[src/rtl/rxq_pkg.sv]
package rxq_pkg;
    localparam int ID_W   = 11;
    localparam int DLC_W  = 4;
    localparam int DATA_W = 64;

    typedef struct packed {
        logic [ID_W-1:0]   id;
        logic [DLC_W-1:0]  dlc;
        logic [DATA_W-1:0] data;
    } rx_frame_t;

    localparam int FRAME_W = $bits(rx_frame_t);
endpackage

[src/rtl/rxq_filter_bank.sv]
module rxq_filter_bank
    import rxq_pkg::*;
#(
    parameter int NFILT  = 4,
    parameter int FIDX_W = 2
) (
    input  logic              clk,
    input  logic              rst_n,
    input  logic              cfg_we,
    input  logic [FIDX_W-1:0] cfg_sel,
    input  logic              cfg_en,
    input  logic              cfg_hipri,
    input  logic [ID_W-1:0]   cfg_match,
    input  logic [ID_W-1:0]   cfg_mask,
    input  logic [ID_W-1:0]   id_i,
    output logic              hit_o,
    output logic [FIDX_W-1:0] hit_idx_o,
    output logic              hit_hipri_o
);
    typedef struct packed {
        logic            en;
        logic            hipri;
        logic [ID_W-1:0] match;
        logic [ID_W-1:0] mask;
    } flt_t;

    flt_t [NFILT-1:0] flt_d, flt_q;
    logic [NFILT-1:0] acc_vec;

    always_comb begin
        flt_d = flt_q;
        if (cfg_we && (int'(cfg_sel) < NFILT)) begin
            flt_d[cfg_sel].en    = cfg_en;
            flt_d[cfg_sel].hipri = cfg_hipri;
            flt_d[cfg_sel].match = cfg_match;
            flt_d[cfg_sel].mask  = cfg_mask;
        end
    end

    always_ff @(posedge clk or negedge rst_n) begin
        if (!rst_n) flt_q <= '0;
        else        flt_q <= flt_d;
    end

    for (genvar g = 0; g < NFILT; g++) begin : g_cmp
        assign acc_vec[g] = flt_q[g].en &&
                            (((id_i ^ flt_q[g].match) & flt_q[g].mask) == '0);
    end

    // lowest index wins: scan downward so the last assignment is the smallest hit
    always_comb begin
        hit_idx_o   = '0;
        hit_hipri_o = 1'b0;
        for (int i = NFILT - 1; i >= 0; i--) begin
            if (acc_vec[i]) begin
                hit_idx_o   = FIDX_W'(i);
                hit_hipri_o = flt_q[i].hipri;
            end
        end
    end

    assign hit_o = |acc_vec;
endmodule

[src/rtl/rxq_store.sv]
module rxq_store #(
    parameter int DEPTH   = 8,
    parameter int LVL_W   = 4,
    parameter int ENTRY_W = 81,
    localparam int PTR_W  = (DEPTH > 1) ? $clog2(DEPTH) : 1
) (
    input  logic               clk,
    input  logic               rst_n,
    input  logic               push_i,
    input  logic [ENTRY_W-1:0] push_data_i,
    input  logic               pop_i,
    input  logic               ovf_clr_i,
    output logic [ENTRY_W-1:0] head_o,
    output logic [LVL_W-1:0]   level_o,
    output logic               ovf_o,
    output logic               stored_o,
    output logic               removed_o
);
    typedef struct packed {
        logic [PTR_W-1:0] wr;
        logic [PTR_W-1:0] rd;
        logic [LVL_W-1:0] lvl;
        logic             ovf;
    } st_t;

    st_t st_d, st_q;
    logic [ENTRY_W-1:0] mem_q [DEPTH];
    logic full, push_ok, pop_ok;

    function automatic logic [PTR_W-1:0] bump(input logic [PTR_W-1:0] p);
        return (int'(p) == DEPTH - 1) ? '0 : p + PTR_W'(1);
    endfunction

    assign full    = (st_q.lvl == LVL_W'(DEPTH));
    assign push_ok = push_i && !full;
    assign pop_ok  = pop_i && (st_q.lvl != '0);

    always_comb begin
        st_d = st_q;
        if (push_ok) st_d.wr = bump(st_q.wr);
        if (pop_ok)  st_d.rd = bump(st_q.rd);
        st_d.lvl = st_q.lvl + LVL_W'(push_ok) - LVL_W'(pop_ok);
        if (push_i && full)  st_d.ovf = 1'b1;
        else if (ovf_clr_i)  st_d.ovf = 1'b0;
    end

    always_ff @(posedge clk or negedge rst_n) begin
        if (!rst_n) st_q <= '0;
        else        st_q <= st_d;
    end

    always_ff @(posedge clk) begin
        if (push_ok) mem_q[st_q.wr] <= push_data_i;
    end

    assign head_o    = mem_q[st_q.rd];
    assign level_o   = st_q.lvl;
    assign ovf_o     = st_q.ovf;
    assign stored_o  = push_ok;
    assign removed_o = pop_ok;
endmodule

[src/rtl/rxq_irq_ctl.sv]
module rxq_irq_ctl #(
    parameter int LVL_W = 4
) (
    input  logic             clk,
    input  logic             rst_n,
    input  logic             stored_i,
    input  logic             stored_hipri_i,
    input  logic             removed_i,
    input  logic [LVL_W-1:0] level_i,
    input  logic [LVL_W-1:0] thr_i,
    input  logic             lvl_en_i,
    input  logic             hi_en_i,
    output logic             irq_o
);
    typedef struct packed {
        logic hi;
    } st_t;

    st_t st_d, st_q;

    always_comb begin
        st_d = st_q;
        if (stored_i)
            st_d.hi = stored_hipri_i;
        else if (removed_i && (level_i == LVL_W'(1)))
            st_d.hi = 1'b0;
    end

    always_ff @(posedge clk or negedge rst_n) begin
        if (!rst_n) st_q <= '0;
        else        st_q <= st_d;
    end

    assign irq_o = (lvl_en_i && (thr_i != '0) && (level_i >= thr_i)) ||
                   (hi_en_i && st_q.hi);
endmodule

[src/rtl/rxq_accept_fifo.sv]
module rxq_accept_fifo
    import rxq_pkg::*;
#(
    parameter int NFILT    = 4,
    parameter int DEPTH    = 8,
    localparam int FIDX_W  = (NFILT > 1) ? $clog2(NFILT) : 1,
    localparam int LVL_W   = $clog2(DEPTH + 1),
    localparam int ENTRY_W = FRAME_W + FIDX_W
) (
    input  logic              clk,
    input  logic              rst_n,
    input  logic              fr_valid,
    input  logic [ID_W-1:0]   fr_id,
    input  logic [DLC_W-1:0]  fr_dlc,
    input  logic [DATA_W-1:0] fr_data,
    input  logic              flt_we,
    input  logic [FIDX_W-1:0] flt_sel,
    input  logic              flt_en,
    input  logic              flt_hipri,
    input  logic [ID_W-1:0]   flt_match,
    input  logic [ID_W-1:0]   flt_mask,
    input  logic [LVL_W-1:0]  irq_thr,
    input  logic              irq_lvl_en,
    input  logic              irq_hi_en,
    input  logic              rd_pop,
    input  logic              ovf_clr,
    output logic              rd_valid,
    output logic [ID_W-1:0]   rd_id,
    output logic [DLC_W-1:0]  rd_dlc,
    output logic [DATA_W-1:0] rd_data,
    output logic [FIDX_W-1:0] rd_fidx,
    output logic [LVL_W-1:0]  fill_level,
    output logic              ovf_flag,
    output logic              irq
);
    logic              acc_hit, acc_hipri, stored, removed;
    logic [FIDX_W-1:0] acc_idx;
    logic [ENTRY_W-1:0] wr_entry, head_entry;
    rx_frame_t         in_frame, head_frame;

    rxq_filter_bank #(.NFILT(NFILT), .FIDX_W(FIDX_W)) u_filt (
        .clk(clk), .rst_n(rst_n),
        .cfg_we(flt_we), .cfg_sel(flt_sel), .cfg_en(flt_en),
        .cfg_hipri(flt_hipri), .cfg_match(flt_match), .cfg_mask(flt_mask),
        .id_i(fr_id), .hit_o(acc_hit), .hit_idx_o(acc_idx),
        .hit_hipri_o(acc_hipri)
    );

    assign in_frame = '{id: fr_id, dlc: fr_dlc, data: fr_data};
    assign wr_entry = {in_frame, acc_idx};

    rxq_store #(.DEPTH(DEPTH), .LVL_W(LVL_W), .ENTRY_W(ENTRY_W)) u_store (
        .clk(clk), .rst_n(rst_n),
        .push_i(fr_valid && acc_hit), .push_data_i(wr_entry),
        .pop_i(rd_pop), .ovf_clr_i(ovf_clr),
        .head_o(head_entry), .level_o(fill_level), .ovf_o(ovf_flag),
        .stored_o(stored), .removed_o(removed)
    );

    rxq_irq_ctl #(.LVL_W(LVL_W)) u_irq (
        .clk(clk), .rst_n(rst_n),
        .stored_i(stored), .stored_hipri_i(acc_hipri), .removed_i(removed),
        .level_i(fill_level), .thr_i(irq_thr),
        .lvl_en_i(irq_lvl_en), .hi_en_i(irq_hi_en), .irq_o(irq)
    );

    assign head_frame = head_entry[ENTRY_W-1:FIDX_W];
    assign rd_fidx    = head_entry[FIDX_W-1:0];
    assign rd_id      = head_frame.id;
    assign rd_dlc     = head_frame.dlc;
    assign rd_data    = head_frame.data;
    assign rd_valid   = (fill_level != '0);
endmodule

[config.mk]
export PLATFORM = sky130hd
export DESIGN_NAME = rxq_accept_fifo
export DESIGN_NICKNAME = d
export VERILOG_FILES = /design/src/rtl/rxq_pkg.sv /design/src/rtl/rxq_filter_bank.sv /design/src/rtl/rxq_store.sv /design/src/rtl/rxq_irq_ctl.sv /design/src/rtl/rxq_accept_fifo.sv
export SDC_FILE = /design/constraint.sdc
export NUM_CORES = 1
export LEC_CHECK = 0
export ABC_AREA = 1
export BUFFER_PORTS_ARGS = -buffer_cell sky130_fd_sc_hd__buf_4
export CAP_MARGIN = 20
export CORE_MARGIN = 1.5
export CORE_UTILIZATION = 50
export CTS_CLUSTER_DIAMETER = 100
export DETAILED_ROUTE_END_ITERATION = 10
export PLACE_DENSITY = 0.68
export SYNTH_ARGS = -nofsm -noshare
export SYNTH_HDL_FRONTEND = slang
export SYNTH_SLANG_ARGS = --single-unit
[constraint.sdc]
create_clock -name clk -period 7.2 [get_ports clk]
set_input_delay 0.36 -clock clk [delete_from_list [all_inputs] [get_ports clk]]
set_output_delay 0.36 -clock clk [all_outputs]
set_load 0.02 [all_outputs]
==> metrics.md <==
| Metric | Value |
|---|---|
| Status | `complete, but fails checks` |
| Failing checks | `DRC` |
| Critical path cell sequence | `inv_8 > buf_4 > o21ai_0 > o22ai_1 > nor2_1 > a31oi_1 > buf_4` |
| Synth warnings | `0` |
| Register Area | `22200 sq um` |
| Asr flop ratio synth | `14.3%` |
| WP buf/inv | `3` |
| Dominant synthesized flop cell | `edfxtp_1` |
| Die Ht | `248 um` |
| Placement Cell Area | `32200 sq um` |
| Synth cell count leaders | `edfxtp_1, nor2_1, o21ai_0` |
| Final Power | `13400 uW` |
| TritonCTS clock tree | `built` |
| Worst vdd ir | `0.000210 V` |
| Root Buffer | `clkbuf_16` |
| Die X-Extent | `248 um` |
| Initial antenna violation count | `5` |
| # fillers | `4584` |
| Distinct cells, synth | `32` |
| Die ar. | `61500 sq um` |
| Max stage delay on crit path | `710 ps` |
| Post-Synthesis Cells | `2504` |
| Register area share after synthesis | `73.8%` |
| WP depth | `7` |
| Post-CTS Setup Bufs | `0` |
| CP max stage cell | `dfrtp_4` |
| DRC | `14` |
| Area grow syn2layout | `17.9%` |
| MaxCap Viol Count | `0` |
| Clock latency on the worst-skew pair | `620 ps` |
| Critical setup path kind | `reg2out` |
| Avg Cell Area, Syn | `12.0 sq um` |
| Clock power frac | `28.7%` |
| Startpoint Class | `flip-flop` |
| Delay-heaviest family, CP | `buffers and inverters` |
| Required time worst endpoint | `6840 ps` |
| Vias in the first global route | `19.4k` |
| Most used cell, CP | `buf_4` |
| Vias | `19.7k` |
| Most numerous cell in the Yosys netlist | `edfxtp_1` |
| Critical path fanouts, max | `182` |
| IO Port Bufs | `204` |
| Worst Hold Depth | `1` |
| Number of top-level pins | `205` |
| P_int | `8670 uW` |
| Worst setup EP type | `primary output` |
| Share of layout cells above drive strength 1 | `13.0%` |
| Site row count | `89` |
| Setup TNS | `0 ps` |
| Area contributors post-synth | `edfxtp_1, dfrtp_1, nor2_1` |
| Final Routed Wirelength | `69000 um` |
| Antenna-violating nets left | `0` |
| Worst min-delay path category | `in2reg` |
| Post-Synthesis Cell Area | `30000 sq um` |
| Via-per-instance ratio | `5.52` |
| Leak | `0.0129 uW` |
| Util after Layout | `59.9%` |
| Pwr dens | `380 nW/um^2` |
| Slew @ Worst Pin | `1100 ps` |
| Logic gate share of total power | `32.4%` |
| Slew margin rel. | `27.0%` |
| Hold Fails Final Rpt | `0` |
| Clk sink count | `756` |
| DR WL/cell | `19.3 um` |
| Number of CTS-inserted buffers | `78` |
| Htree depth | `3` |
| Clock buffer depth | `3` |
| Final Skew | `25.8 ps` |
| Number of synthesized flops with an enable pin | `648` |
| Largest net degree at the start of global routing | `183` |
| RSZ-0062 raised after global routing | `false` |
| Total track usage | `22.5%` |
| Max Transition Viols Final | `0` |
| Grt ovf | `0` |
| Arr. time, crit path | `4200 ps` |
| Top-area cell type share of the netlist area | `64.8%` |
| Layout Nets | `2871` |
| Multi-input gate area | `6950 sq um` |
| Synth Net Count | `2636` |
| HPWL after detailed placement | `37700 um` |
| First-pass GRT wire length | `107000 um` |
| Clock-pin slew of the registers on the worst-case setup and hold paths | `60 ps` |
| Max Fclk | `219 MHz` |
| Flop pwr share | `38.9%` |
| Design Area, Final | `35400 sq um` |
| Min cycle time layout | `4560 ps` |
| Dominant cell type by area after synthesis | `edfxtp_1` |
| Seq cells post-synth | `756` |
| Drt pass-1 iters | `10` |
| Setup violators final | `0` |
| Tcrit/Tclk final | `63.3%` |
| Reg2reg path depth | `12` |
| Core region area | `59100 sq um` |
| Drt first-iter violations | `1580` |
| Final RePlAce weighted congestion | `0.816` |
| Sw Pwr | `4770 uW` |
| Switching share of power | `35.5%` |
| Initial Utilization | `50.8%` |
[power groups by stage]
stage | clock (uW) | combinational (uW) | sequential [uW]
2_1_floorplan | 0 | 2850 | 5180
3_3_place_gp | 0 | 4250 | 5310
3_5_place_dp | 0 | 4330 | 5320
4_1_cts | 3930 | 4380 | 5230
5_1_grt | 4100 | 4800 | 5260
6_report | 3850 | 4350 | 5230
[metal layers]
metal	GRT usage [%]	up-vias	part of all wire [%]
met2	38.2	601	50
met3	4.22	104	6.6
li1	-	9340	-
met1	29.4	9677	41
met4	6.79	4	1.9
met5	0	-	0.030
[per-stage QoR]
step | hold slack (ps) | cells | worst slack (ps)
floorplan | 64.4 | 2504 | 1980
global placement | 352 | 3358 | 3250
detailed placement | 364 | 3360 | 3190
CTS | 7.21 | 3571 | 2550
global route | 36.3 | 3574 | 2470
finish | 36.1 | 3575 | 2640
[area by class of cell]
type | instances | share of cell area, %
Sequential cell | 756 | 62.6
Antenna cell | 3 | 0.0212
Tap cell | 773 | 2.73
Timing Repair Buffer | 302 | 7.03
Clock inverter | 42 | 1.06
Clock buffer | 98 | 5.84
Multi-Input combinational cell | 1504 | 19.6
Inverter | 97 | 1.07
[worst paths after layout]
check,slack (ps),from,endpoint
worst max-delay path,2640,u_store.st_q[5]$_DFFE_PN0P_,rd_dlc[1]
worst max register to register,3400,u_filt.flt_q[35]$_DFFE_PN0P_,u_store.mem_q[2][52]$_DFFE_PP_
max in group asynchronous,5620,rst_n,u_filt.flt_q[42]$_DFFE_PN0P_
min in group asynchronous,240,rst_n,u_irq.st_q$_DFFE_PN0P_
worst min-delay path,40,fr_id[7],u_store.mem_q[3][77]$_DFFE_PP_
worst min register to register,490,u_filt.flt_q[58]$_DFFE_PN0P_,u_filt.flt_q[58]$_DFFE_PN0P_
[cell families after synthesis]
group           Yosys count  synth area share (%)
compound gates          599                  10.7
xor+xnor                  2                0.0584
fa+ha+maj                15                 0.650
buf+inv                 244                  3.24
flops                   756                  73.8
simple gates            888                  11.5
[worst register-to-register path, delay by kind of cell (launching register included)]
family | cells | cell delay (ps)
buffers and inverters | 2 | 970
flip-flops | 1 | 410
AND/OR/NAND/NOR | 10 | 1980
[registers in the layout (all words and copies together) (netlist names)]
signal           flops
u_store.mem_q      648
u_filt.flt_q        96
u_store.st_q         6
u_store.level_o      4
u_irq.st_q           1
u_store.ovf_o        1
[placed cells by master, fill, tap and decap left out, types with 4 or more instances in the layout]
master         Yosys  layout
edfxtp_1         648     648
clkbuf_8           0       4
clkbuf_1         105      16
clkbuf_16          0      78
inv_1             92      92
a31oi_1           81      81
clkinv_2           0      14
bufinv_16          0       4
o22ai_1           81      81
ha_1              14      14
dfrtp_1          108     106
o21ai_0          427     427
nor2_1           593     585
nor2_4             0       8
nand2_1          223     223
or2_1              4       4
dlygate4sd3_1      0      71
clkinv_1           1      14
nand3_1           54      54
buf_4              6     228
inv_6              0       4
nand4_1            4       4
[repair_timing]
| action | 4_1_cts | 5_1_grt |
|---|---|---|
| hold buffers | 71 | 0 |
| endpoints found under the hold margin | 587 | 0 |
| gates resized for setup | 0 | 0 |
No activity file was read; power rests on OpenSTA's default activity.
